--- src/rtl/mwm_pkg.sv ---
package mwm_pkg;
   localparam int PG_SHIFT = 12;                 // 4 KiB pages
   localparam int HPG_W    = 12;                 // host page bits
   localparam int CPG_W    = 14;                 // card page bits
   localparam int HOST_AW  = HPG_W + PG_SHIFT;
   localparam int CARD_AW  = CPG_W + PG_SHIFT;
   localparam int BYTE_W   = 8;
   localparam int GRP_REGS = 6;                  // bytes per window

   typedef struct packed {
      logic             en;
      logic [HPG_W-1:0] start;
      logic [HPG_W-1:0] stop;
      logic [CPG_W-1:0] offs;
      logic             wide;
      logic             zws;
      logic [1:0]       waits;
      logic             wp;
      logic             attr;
   } win_cfg_t;
endpackage

--- src/rtl/mwm_regfile.sv ---
module mwm_regfile
   import mwm_pkg::*;
#(
   parameter int NUM_WIN    = 5,
   parameter int REG_AW     = 8,
   parameter int EN_ADDR    = 'h06,
   parameter int GRP_BASE   = 'h10,
   parameter int GRP_STRIDE = 8
) (
   input  logic                       clk,
   input  logic                       rst_n,
   input  logic                       reg_we,
   input  logic [REG_AW-1:0]          reg_addr,
   input  logic [BYTE_W-1:0]          reg_wdata,
   output logic [BYTE_W-1:0]          reg_rdata,
   output win_cfg_t [NUM_WIN-1:0]     cfg_o
);
   localparam int HI_LOW_W = HPG_W - BYTE_W;     // page bits kept in high byte
   localparam int OF_LOW_W = CPG_W - BYTE_W;     // offset bits kept in high byte

   logic [BYTE_W-1:0]  grp_q [NUM_WIN][GRP_REGS];
   logic [NUM_WIN-1:0] en_q;

   always_ff @(posedge clk) begin
      if (!rst_n) en_q <= '0;
      else if (reg_we && reg_addr == REG_AW'(EN_ADDR)) en_q <= reg_wdata[NUM_WIN-1:0];
   end

   for (genvar w = 0; w < NUM_WIN; w++) begin : g_win
      for (genvar b = 0; b < GRP_REGS; b++) begin : g_byte
         localparam logic [REG_AW-1:0] BYTE_ADDR = REG_AW'(GRP_BASE + w*GRP_STRIDE + b);
         always_ff @(posedge clk) begin
            if (!rst_n) grp_q[w][b] <= '0;
            else if (reg_we && reg_addr == BYTE_ADDR) grp_q[w][b] <= reg_wdata;
         end
      end
      assign cfg_o[w].en    = en_q[w];
      assign cfg_o[w].start = {grp_q[w][1][HI_LOW_W-1:0], grp_q[w][0]};
      assign cfg_o[w].stop  = {grp_q[w][3][HI_LOW_W-1:0], grp_q[w][2]};
      assign cfg_o[w].offs  = {grp_q[w][5][OF_LOW_W-1:0], grp_q[w][4]};
      assign cfg_o[w].wide  = grp_q[w][1][7];
      assign cfg_o[w].zws   = grp_q[w][1][6];
      assign cfg_o[w].waits = grp_q[w][3][7:6];
      assign cfg_o[w].wp    = grp_q[w][5][7];
      assign cfg_o[w].attr  = grp_q[w][5][6];
   end

   always_comb begin
      reg_rdata = '0;
      if (reg_addr == REG_AW'(EN_ADDR)) reg_rdata[NUM_WIN-1:0] = en_q;
      for (int w = 0; w < NUM_WIN; w++) begin
         for (int b = 0; b < GRP_REGS; b++) begin
            if (reg_addr == REG_AW'(GRP_BASE + w*GRP_STRIDE + b)) reg_rdata = grp_q[w][b];
         end
      end
   end
endmodule

--- src/rtl/mwm_win_match.sv ---
module mwm_win_match
   import mwm_pkg::*;
(
   input  win_cfg_t         cfg,
   input  logic [HPG_W-1:0] host_pg,
   output logic             hit,
   output logic [CPG_W-1:0] card_pg
);
   assign hit     = cfg.en && (host_pg >= cfg.start) && (host_pg <= cfg.stop);
   assign card_pg = CPG_W'(host_pg) + cfg.offs;   // wraps modulo 2^CPG_W
endmodule

--- src/rtl/mwm_prio_sel.sv ---
module mwm_prio_sel
   import mwm_pkg::*;
#(
   parameter int NUM_WIN = 5
) (
   input  logic [NUM_WIN-1:0]              hit,
   input  win_cfg_t [NUM_WIN-1:0]          cfg,
   input  logic [NUM_WIN-1:0][CPG_W-1:0]   card_pg,
   output logic                            any,
   output win_cfg_t                        sel_cfg,
   output logic [CPG_W-1:0]                sel_pg
);
   always_comb begin
      any     = |hit;
      sel_cfg = '0;
      sel_pg  = '0;
      // walk downward so the lowest matching index is written last
      for (int w = NUM_WIN-1; w >= 0; w--) begin
         if (hit[w]) begin
            sel_cfg = cfg[w];
            sel_pg  = card_pg[w];
         end
      end
   end
endmodule

--- src/rtl/mwm_mapper.sv ---
module mwm_mapper
   import mwm_pkg::*;
#(
   parameter int NUM_WIN    = 5,
   parameter int REG_AW     = 8,
   parameter int EN_ADDR    = 'h06,
   parameter int GRP_BASE   = 'h10,
   parameter int GRP_STRIDE = 8
) (
   input  logic               clk,
   input  logic               rst_n,
   input  logic               reg_we,
   input  logic [7:0]         reg_addr,
   input  logic [7:0]         reg_wdata,
   output logic [7:0]         reg_rdata,
   input  logic               host_req,
   input  logic               host_wr,
   input  logic [23:0]        host_addr,
   output logic               card_strobe,
   output logic               card_wr,
   output logic [25:0]        card_addr,
   output logic               card_attr,
   output logic               card_wide,
   output logic               card_zero_wait,
   output logic [1:0]         card_waits,
   output logic               no_claim,
   output logic               wr_blocked
);
   if (NUM_WIN < 1 || NUM_WIN > BYTE_W) begin : g_bad_count
      $error("NUM_WIN must fit the one-byte enable register");
   end
   if (GRP_STRIDE < GRP_REGS) begin : g_bad_stride
      $error("GRP_STRIDE smaller than the bytes of one window");
   end
   if (REG_AW != BYTE_W || HOST_AW != 24 || CARD_AW != 26) begin : g_bad_width
      $error("port widths disagree with package layout");
   end

   win_cfg_t [NUM_WIN-1:0]            cfg;
   logic [NUM_WIN-1:0]                hit;
   logic [NUM_WIN-1:0][CPG_W-1:0]     cpg;
   logic                              any;
   win_cfg_t                          sel_cfg;
   logic [CPG_W-1:0]                  sel_pg;
   logic [HPG_W-1:0]                  host_pg;

   assign host_pg = host_addr[HOST_AW-1:PG_SHIFT];

   mwm_regfile #(
      .NUM_WIN(NUM_WIN), .REG_AW(REG_AW), .EN_ADDR(EN_ADDR),
      .GRP_BASE(GRP_BASE), .GRP_STRIDE(GRP_STRIDE)
   ) regs_i (
      .clk(clk), .rst_n(rst_n), .reg_we(reg_we), .reg_addr(reg_addr),
      .reg_wdata(reg_wdata), .reg_rdata(reg_rdata), .cfg_o(cfg)
   );

   for (genvar w = 0; w < NUM_WIN; w++) begin : g_match
      mwm_win_match match_i (
         .cfg(cfg[w]), .host_pg(host_pg), .hit(hit[w]), .card_pg(cpg[w])
      );
   end

   mwm_prio_sel #(.NUM_WIN(NUM_WIN)) sel_i (
      .hit(hit), .cfg(cfg), .card_pg(cpg),
      .any(any), .sel_cfg(sel_cfg), .sel_pg(sel_pg)
   );

   logic claim, refuse;
   assign claim  = host_req && any;
   assign refuse = claim && host_wr && sel_cfg.wp;

   always_ff @(posedge clk) begin
      if (!rst_n) begin
         card_strobe    <= 1'b0;
         card_wr        <= 1'b0;
         card_addr      <= '0;
         card_attr      <= 1'b0;
         card_wide      <= 1'b0;
         card_zero_wait <= 1'b0;
         card_waits     <= '0;
         no_claim       <= 1'b0;
         wr_blocked     <= 1'b0;
      end else begin
         card_strobe <= claim && !refuse;
         card_wr     <= claim && !refuse && host_wr;
         no_claim    <= host_req && !any;
         wr_blocked  <= refuse;
         if (claim) begin
            card_addr      <= {sel_pg, host_addr[PG_SHIFT-1:0]};
            card_attr      <= sel_cfg.attr;
            card_wide      <= sel_cfg.wide;
            card_zero_wait <= sel_cfg.zws;
            card_waits     <= sel_cfg.waits;
         end
      end
   end
endmodule

--- config.mk ---
export PLATFORM = sky130hd
export DESIGN_NAME = mwm_mapper
export DESIGN_NICKNAME = d
export VERILOG_FILES = /design/src/rtl/mwm_pkg.sv /design/src/rtl/mwm_regfile.sv /design/src/rtl/mwm_win_match.sv /design/src/rtl/mwm_prio_sel.sv /design/src/rtl/mwm_mapper.sv
export SDC_FILE = /design/constraint.sdc
export NUM_CORES = 1
export LEC_CHECK = 0
export ABC_AREA = 1
export CELL_PAD_IN_SITES_DETAIL_PLACEMENT = 1
export CELL_PAD_IN_SITES_GLOBAL_PLACEMENT = 2
export CORE_UTILIZATION = 38
export DETAILED_ROUTE_END_ITERATION = 8
export PLACE_DENSITY_LB_ADDON = 0.1
export SLEW_MARGIN = 40
export SYNTH_ARGS = -nofsm -noshare
export SYNTH_HDL_FRONTEND = slang
export SYNTH_SLANG_ARGS = --single-unit
--- constraint.sdc ---
create_clock -name clk -period 3.15 [get_ports clk]
set_input_delay 0.4725 -clock clk [delete_from_list [all_inputs] [get_ports clk]]
set_output_delay 0.4725 -clock clk [all_outputs]
set_load 0.02 [all_outputs]
==> impl_metrics.ini, run 1 <==
[pwr]
max-vdd-ir-drop_mv = 0.418
finalPower_w = 0.0104
leakage_nw = 11.2
powerDensity_nw_per_um2 = 417

[clock_network]
h-tree-depth = 2
cts.sink_count = 280
cts_buffers = 37
clock_latency_ns = 0.56
cts_root_buffer = clkbuf_16
max-clock-path-buffers = 3
hold_buffers = 0
clk_pin_slew_ns = 0.05
cts_tree = yes

[drt]
drt-initial-drc-count = 1375
highest_layer = met5
met3WireLength_um = 5080
wl_um = 80300
wl_met2_um = 38800
firstDrtPassIters = 5
antenna_left = 0
viasPerCell = 5.43
met1_length_um = 32800
vias = 17901
wl_per_cell_um = 24.4
drc = 0

[synth]
synthDistinctLibCells = 51
synthXorXnorAreaFrac_pct = 2.25
yosys_warnings = 0
synth_compound_gate_area_share_pct = 10.9
yosys.area.top_type = edfxtp_1
ys_seq_area_share_pct = 43.8
ys_async_sr_fraction_pct = 0
synth.mux.area_fraction_pct = 0
avgSynthCellArea_um2 = 8.30
synth_edf_count = 240
synth-simple-area-share_pct = 23.0
synth_top_area_share_pct = 39.4
syn_area_um2 = 18300
syn_inst = 2202
ys_ff_latch = 280
synthFlopType = edfxtp_1
synth_fp_nets = 2432
synth_fa_ha_area_share_pct = 12.9
ys_top_cells_by_area = edfxtp_1 39%, ha_1 12%, nor2_1 8.2%
synth_top_family_by_area = simple AND/OR/NAND/NOR gates

[floorplanning]
die_y_um = 221
die-area_um2 = 49000
ios = 88
die_w_um = 221
rows = 79
initial_core_util_pct = 38.9
coreArea_um2 = 47000

[critical_path]
crit-reg2reg-launch = regs_i.grp_q[3][40]
path_common_cell = nand4_1
path_cells = inv_2 > nor2_4 > nor3_4 > nand4_1 > nand2_2 > nand4_1 > nor2_4 > nand3_2 > nand2_2 > nand4_1 > nand2_1 > nand4_1 > nand2_1 > nand4_1 > nor3_2 > nand4_1 > buf_4
critPathCaptureType = primary output
cp-start-kind = flop
reg2reg_to = card_addr[20]
slowest_stage = edfxtp_1
cpPeakStageDelay_ns = 0.37
cp.arrival_ns = 3.21
criticalPathCategory = reg2out
crit_fanout = 2
rrSetupSlack_ns = 0.05
r2r_cells = 22
critPathRequiredTime_ns = 2.68

[layout]
fill_cells = 5501
nNetsFinal = 2890
mostFrequentLayoutCells = 368 x nor2_1, 358 x buf_4, 342 x nand2_1, 244 x inv_1, 240 x edfxtp_1
multi_input_area_um2 = 9820
drive_gt1_share_pct = 26.2
utilization_pct = 53.4
stdcell_count = 3294
area_growth_pct = 37.1
final_common_cell = nor2_1
num_antenna_cells = 0
final-seq-area_um2 = 8010
design_area_um2 = 25100

[placement]
port_buffers = 87
hpwlAfterDp_um = 60200
placed_area_um2 = 22600
dp_cells = 3188
place.gp.congestion = 0.927

[flow_run]
maxCapViolCount = 0

[sta]
slew_violations = 0
slew_headroom_pct = 48.9
worstMarginPinSlew_ns = 0.767
rsz0062_at_grt = true
setup_tns_ns = -2.70
min_period_ns = 3.68
finalSetupViolCount = 8
final.setup_skew_ns = 0.0119
hold_viol_final = 0
setup_slack_ns = -0.530
max_freq_ghz = 0.272
timing.final.crit_share_pct = 117

[grt]
grt_pass1_wl_um = 116000
grt_pass1_vias = 18501
grt_usage_pct = 32.4
grt_antenna_before_repair = 2
grt_max_degree = 59
grt-ovfl-total = 0

[worst_hold_path]
whs_path_depth = 3
hp-start = rst_n
hold_path_end = regs_i.en_q[1]
hold_class = in2reg

[outcome]
violations = setup timing
status = complete, but fails checks
==> final cells by class <==
type	count	area share (%)
flip-flops and latches	280	32.0
clock inverters	17	0.669
well taps	607	3.03
inverters	272	4.20
repair buffers	483	16.9
multi-input cells	1586	39.2
clock buffers	49	4.09
==> repair_timing <==
| item | 4_1_cts | 5_1_grt |
|---|---|---|
| setup buffers | 27 | 24 |
| gates cloned | 0 | 0 |
| resized for setup | 200 | 158 |
| pin swaps | 90 | 129 |
| endpoints found under the setup margin | 42 | 42 |
==> power by group <==
part           leakage [nW]  total (W)  internal (W)  switching (W)
sequential             2.60    0.00430       0.00418       0.000117
clock                 0.568    0.00424       0.00253        0.00170
combinational          8.05    0.00190      0.000801        0.00110
total                  11.2     0.0104       0.00752        0.00292
==> synthesized netlist by cell type (2+ instances only) <==
cell type,count
o21bai_2,2
xnor2_1,12
buf_6,5
nor2_4,8
fa_1,5
o21bai_1,6
inv_1,258
or2_2,14
nor2_1,400
nand2_1,376
a21o_1,4
edfxtp_1,240
or2_0,4
nor3_1,6
nand3_1,107
nand4_1,53
a21oi_1,169
nor2_2,8
a31oi_1,4
a211oi_1,10
inv_2,13
o32ai_1,2
nand2_2,6
xor2_1,35
o21ai_0,105
o211ai_1,26
nand3_2,4
clkbuf_1,49
o221ai_1,2
o22ai_1,6
ha_1,180
buf_1,2
buf_2,6
dfxtp_1,40
o21ai_1,19
==> sequential cells by signal, indices dropped and copies added (netlist names) <==
register,flops
regs_i.grp_q,240
card_addr,26
regs_i.en_q,5
card_waits,2
card_attr,1
card_strobe,1
card_wide,1
card_wr,1
card_zero_wait,1
no_claim,1
wr_blocked,1
==> per-layer routing <==
| metal | up-vias | track usage [%] |
|---|---|---|
| met2 | 564 | 55.4 |
| met1 | 8835 | 40.1 |
| met3 | 173 | 5.42 |
| li1 | 8327 | - |
| met5 | - | 0 |
| met4 | 2 | 14.4 |
==> logic make-up after synthesis <==
group / count (synthesis)
buffers and inverters: 336
XOR/XNOR: 47
AND/OR/NAND/NOR: 992
adder cells (fa/ha/maj): 185
AO/OA/AOI/OAI: 362
flip-flops: 280
==> stage by stage <==
step                      hold WS, ns  setup slack, ns
after floorplan                 0.438            0.472
after global placement          0.463            -1.82
after detailed placement        0.469            -1.84
after CTS                       0.237           -0.832
after global routing            0.296           -0.755
final                           0.267           -0.530
==> worst max-delay path: cells and delay by family (launching register included) <==
family | cells | cell delay [ns]
flip-flops | 1 | 0.37
AND/OR/NAND/NOR | 15 | 2.01
buffers and inverters | 2 | 0.27
==> worst max path at each step <==
stage / startpoint / to / slack [ns] / cells past startpoint
3_3_place_gp: reg_addr[0] / reg_rdata[5] / -1.82 / 22
6_report: regs_i.grp_q[0][45] / reg_rdata[5] / -0.53 / 17
5_1_grt: regs_i.grp_q[0][45] / reg_rdata[5] / -0.75 / 17
3_5_place_dp: reg_addr[0] / reg_rdata[5] / -1.84 / 22
2_1_floorplan: host_addr[12] / card_addr[12] / 0.47 / 22
4_1_cts: regs_i.grp_q[0][29] / reg_rdata[5] / -0.83 / 17
Note: power is estimated with default switching activity, not from simulation.
==> run 2: changes to the inputs <==
Settings changed: GPL_ROUTABILITY_DRIVEN from default to 0.
==> impl_metrics.ini, run 2 (synthesis gave the netlist of run 1 again) <==
[critical_path]
critPathRequiredTime_ns = 2.68
critPathCaptureType = primary output
cp-start-kind = flop
crit_fanout = 2
criticalPathCategory = reg2out
cp.arrival_ns = 3.19
rrSetupSlack_ns = -0.03

[drt]
vias = 18101
wl_um = 79700
drc = 0
drt-initial-drc-count = 1424
antenna_left = 0
firstDrtPassIters = 5
viasPerCell = 5.50
highest_layer = met5
wl_per_cell_um = 24.2
wl_met2_um = 38500
met3WireLength_um = 4580
met1_length_um = 33300

[outcome]
violations = setup timing
status = complete, but fails checks

[flow_run]
maxCapViolCount = 0

[sta]
hold_viol_final = 0
worstMarginPinSlew_ns = 0.782
rsz0062_at_grt = true
holdWs_ns = 0.445
timing.final.crit_share_pct = 116
setup_slack_ns = -0.512
slew_headroom_pct = 47.8
min_period_ns = 3.66
finalSetupViolCount = 9
final.setup_skew_ns = 0.0179
max_freq_ghz = 0.273
slew_violations = 0

[placement]
hpwlAfterDp_um = 59400
port_buffers = 87
dp_cells = 3177
placed_area_um2 = 22500

[grt]
grt-ovfl-total = 0
grt_usage_pct = 32.3
grt_antenna_before_repair = 3
grt_pass1_vias = 18667
grt_pass1_wl_um = 117000
grt_max_degree = 39

[clock_network]
cts.sink_count = 280
max-clock-path-buffers = 3
clock_latency_ns = 0.55
clk_pin_slew_ns = 0.07
h-tree-depth = 2
cts_tree = yes
cts_buffers = 35
cts_root_buffer = clkbuf_16

[pwr]
p_int_w = 0.00737
power_switching_w = 0.00286
leakage_nw = 11.2
seq_power_share_pct = 42.0
clockPowerShare_pct = 39.9
powerDensity_nw_per_um2 = 412
max-vdd-ir-drop_mv = 0.395
comb_power_share_pct = 18.1
switching_share_pct = 28.0
finalPower_w = 0.0102

[layout]
design_area_um2 = 24800
top_regs = regs_i.grp_q x240, card_addr x26, regs_i.en_q x5
fill_cells = 5523
final_common_cell = nor2_1
regMostFlops = regs_i.grp_q
largest_register_ffs = 240
stdcell_count = 3289
drive_gt1_share_pct = 25.1
utilization_pct = 52.9
area_growth_pct = 35.9
nNetsFinal = 2886
mostFrequentLayoutCells = 377 x nor2_1, 351 x buf_4, 343 x nand2_1, 248 x inv_1, 240 x edfxtp_1

[floorplanning]
initial_core_util_pct = 38.9
ios = 88
die_y_um = 221
die-area_um2 = 49000
coreArea_um2 = 47000
die_w_um = 221
rows = 79

[worst_hold_path]
hold_class = in2reg
[run 2: changes by cell type in the layout (fill, tap and decap cells not counted), sizes merged, moves of 2 or more]
cell	delta
buf	-2
clkbuf	-11
clkdlybuf4s50	-3
clkinv	+9
clkinvlp	-2
dlygate4sd2	+3
inv	-2
[run 2: power groups by stage]
stage	Sequential, W	Combinational (W)	Clock [W]
2_1_floorplan	0.00432	0.000822	0
3_3_place_gp	0.00436	0.00163	0
3_5_place_dp	0.00437	0.00170	0
4_1_cts	0.00429	0.00175	0.00414
5_1_grt	0.00431	0.00200	0.00425
6_report	0.00430	0.00185	0.00408
[run 2: cell type report]
class / count / area, µm² / share of cell area [%]
diodes: 1 / 2.50 / 0.0101
multi-input cells: 1586 / 9630 / 38.8
clock inverters: 23 / 219 / 0.882
clock buffers: 39 / 911 / 3.67
flip-flops and latches: 280 / 8010 / 32.2
repair buffers: 481 / 4270 / 17.2
inverters: 272 / 1040 / 4.18
well taps: 607 / 759 / 3.06
[run 2: metal layers]
| metal | up-vias | track usage, % |
|---|---|---|
| met4 | 2 | 13.5 |
| li1 | 8327 | - |
| met1 | 9053 | 40.7 |
| met3 | 157 | 4.61 |
| met5 | - | 0 |
| met2 | 562 | 55.3 |
[run 2: worst paths after layout]
path	startpoint	end	depth (start not counted)
setup / recovery	regs_i.grp_q[0][29]	reg_rdata[5]	18
hold / removal	rst_n	regs_i.en_q[2]	3
setup reg to reg	regs_i.grp_q[3][47]	card_addr[20]	21
hold reg to reg	card_addr[6]	card_addr[6]	2
[run 2: worst max-delay path: stages (launching register included)]
cell	delay, ns
edfxtp_1	0.38
inv_2	0.10
nor2_2	0.05
nor3_2	0.16
buf_4	0.13
nand4_1	0.08
nand2_1	0.12
nand4_1	0.16
nor2_2	0.21
nand3_2	0.13
nand2_1	0.09
nand4_1	0.13
nand2_1	0.09
nand4_1	0.10
nand2_1	0.12
nand4_1	0.14
nor3_2	0.17
nand4_1	0.11
buf_4	0.17
[run 2: stage by stage]
stage	setup WS (ns)	TNS, ns
final	-0.512	-2.64
after global routing	-0.626	-5.45
after CTS	-0.636	-3.23
after detailed placement	-1.48	-39.01
after global placement	-1.43	-34.66
after floorplan	0.472	0
[run 2: timing repair]
item	4_1_cts	5_1_grt
pin swaps	64	137
resized for setup	179	140
setup endpoints to repair	42	42
gates cloned	1	0
hold buffers	0	0
setup buffers	25	28
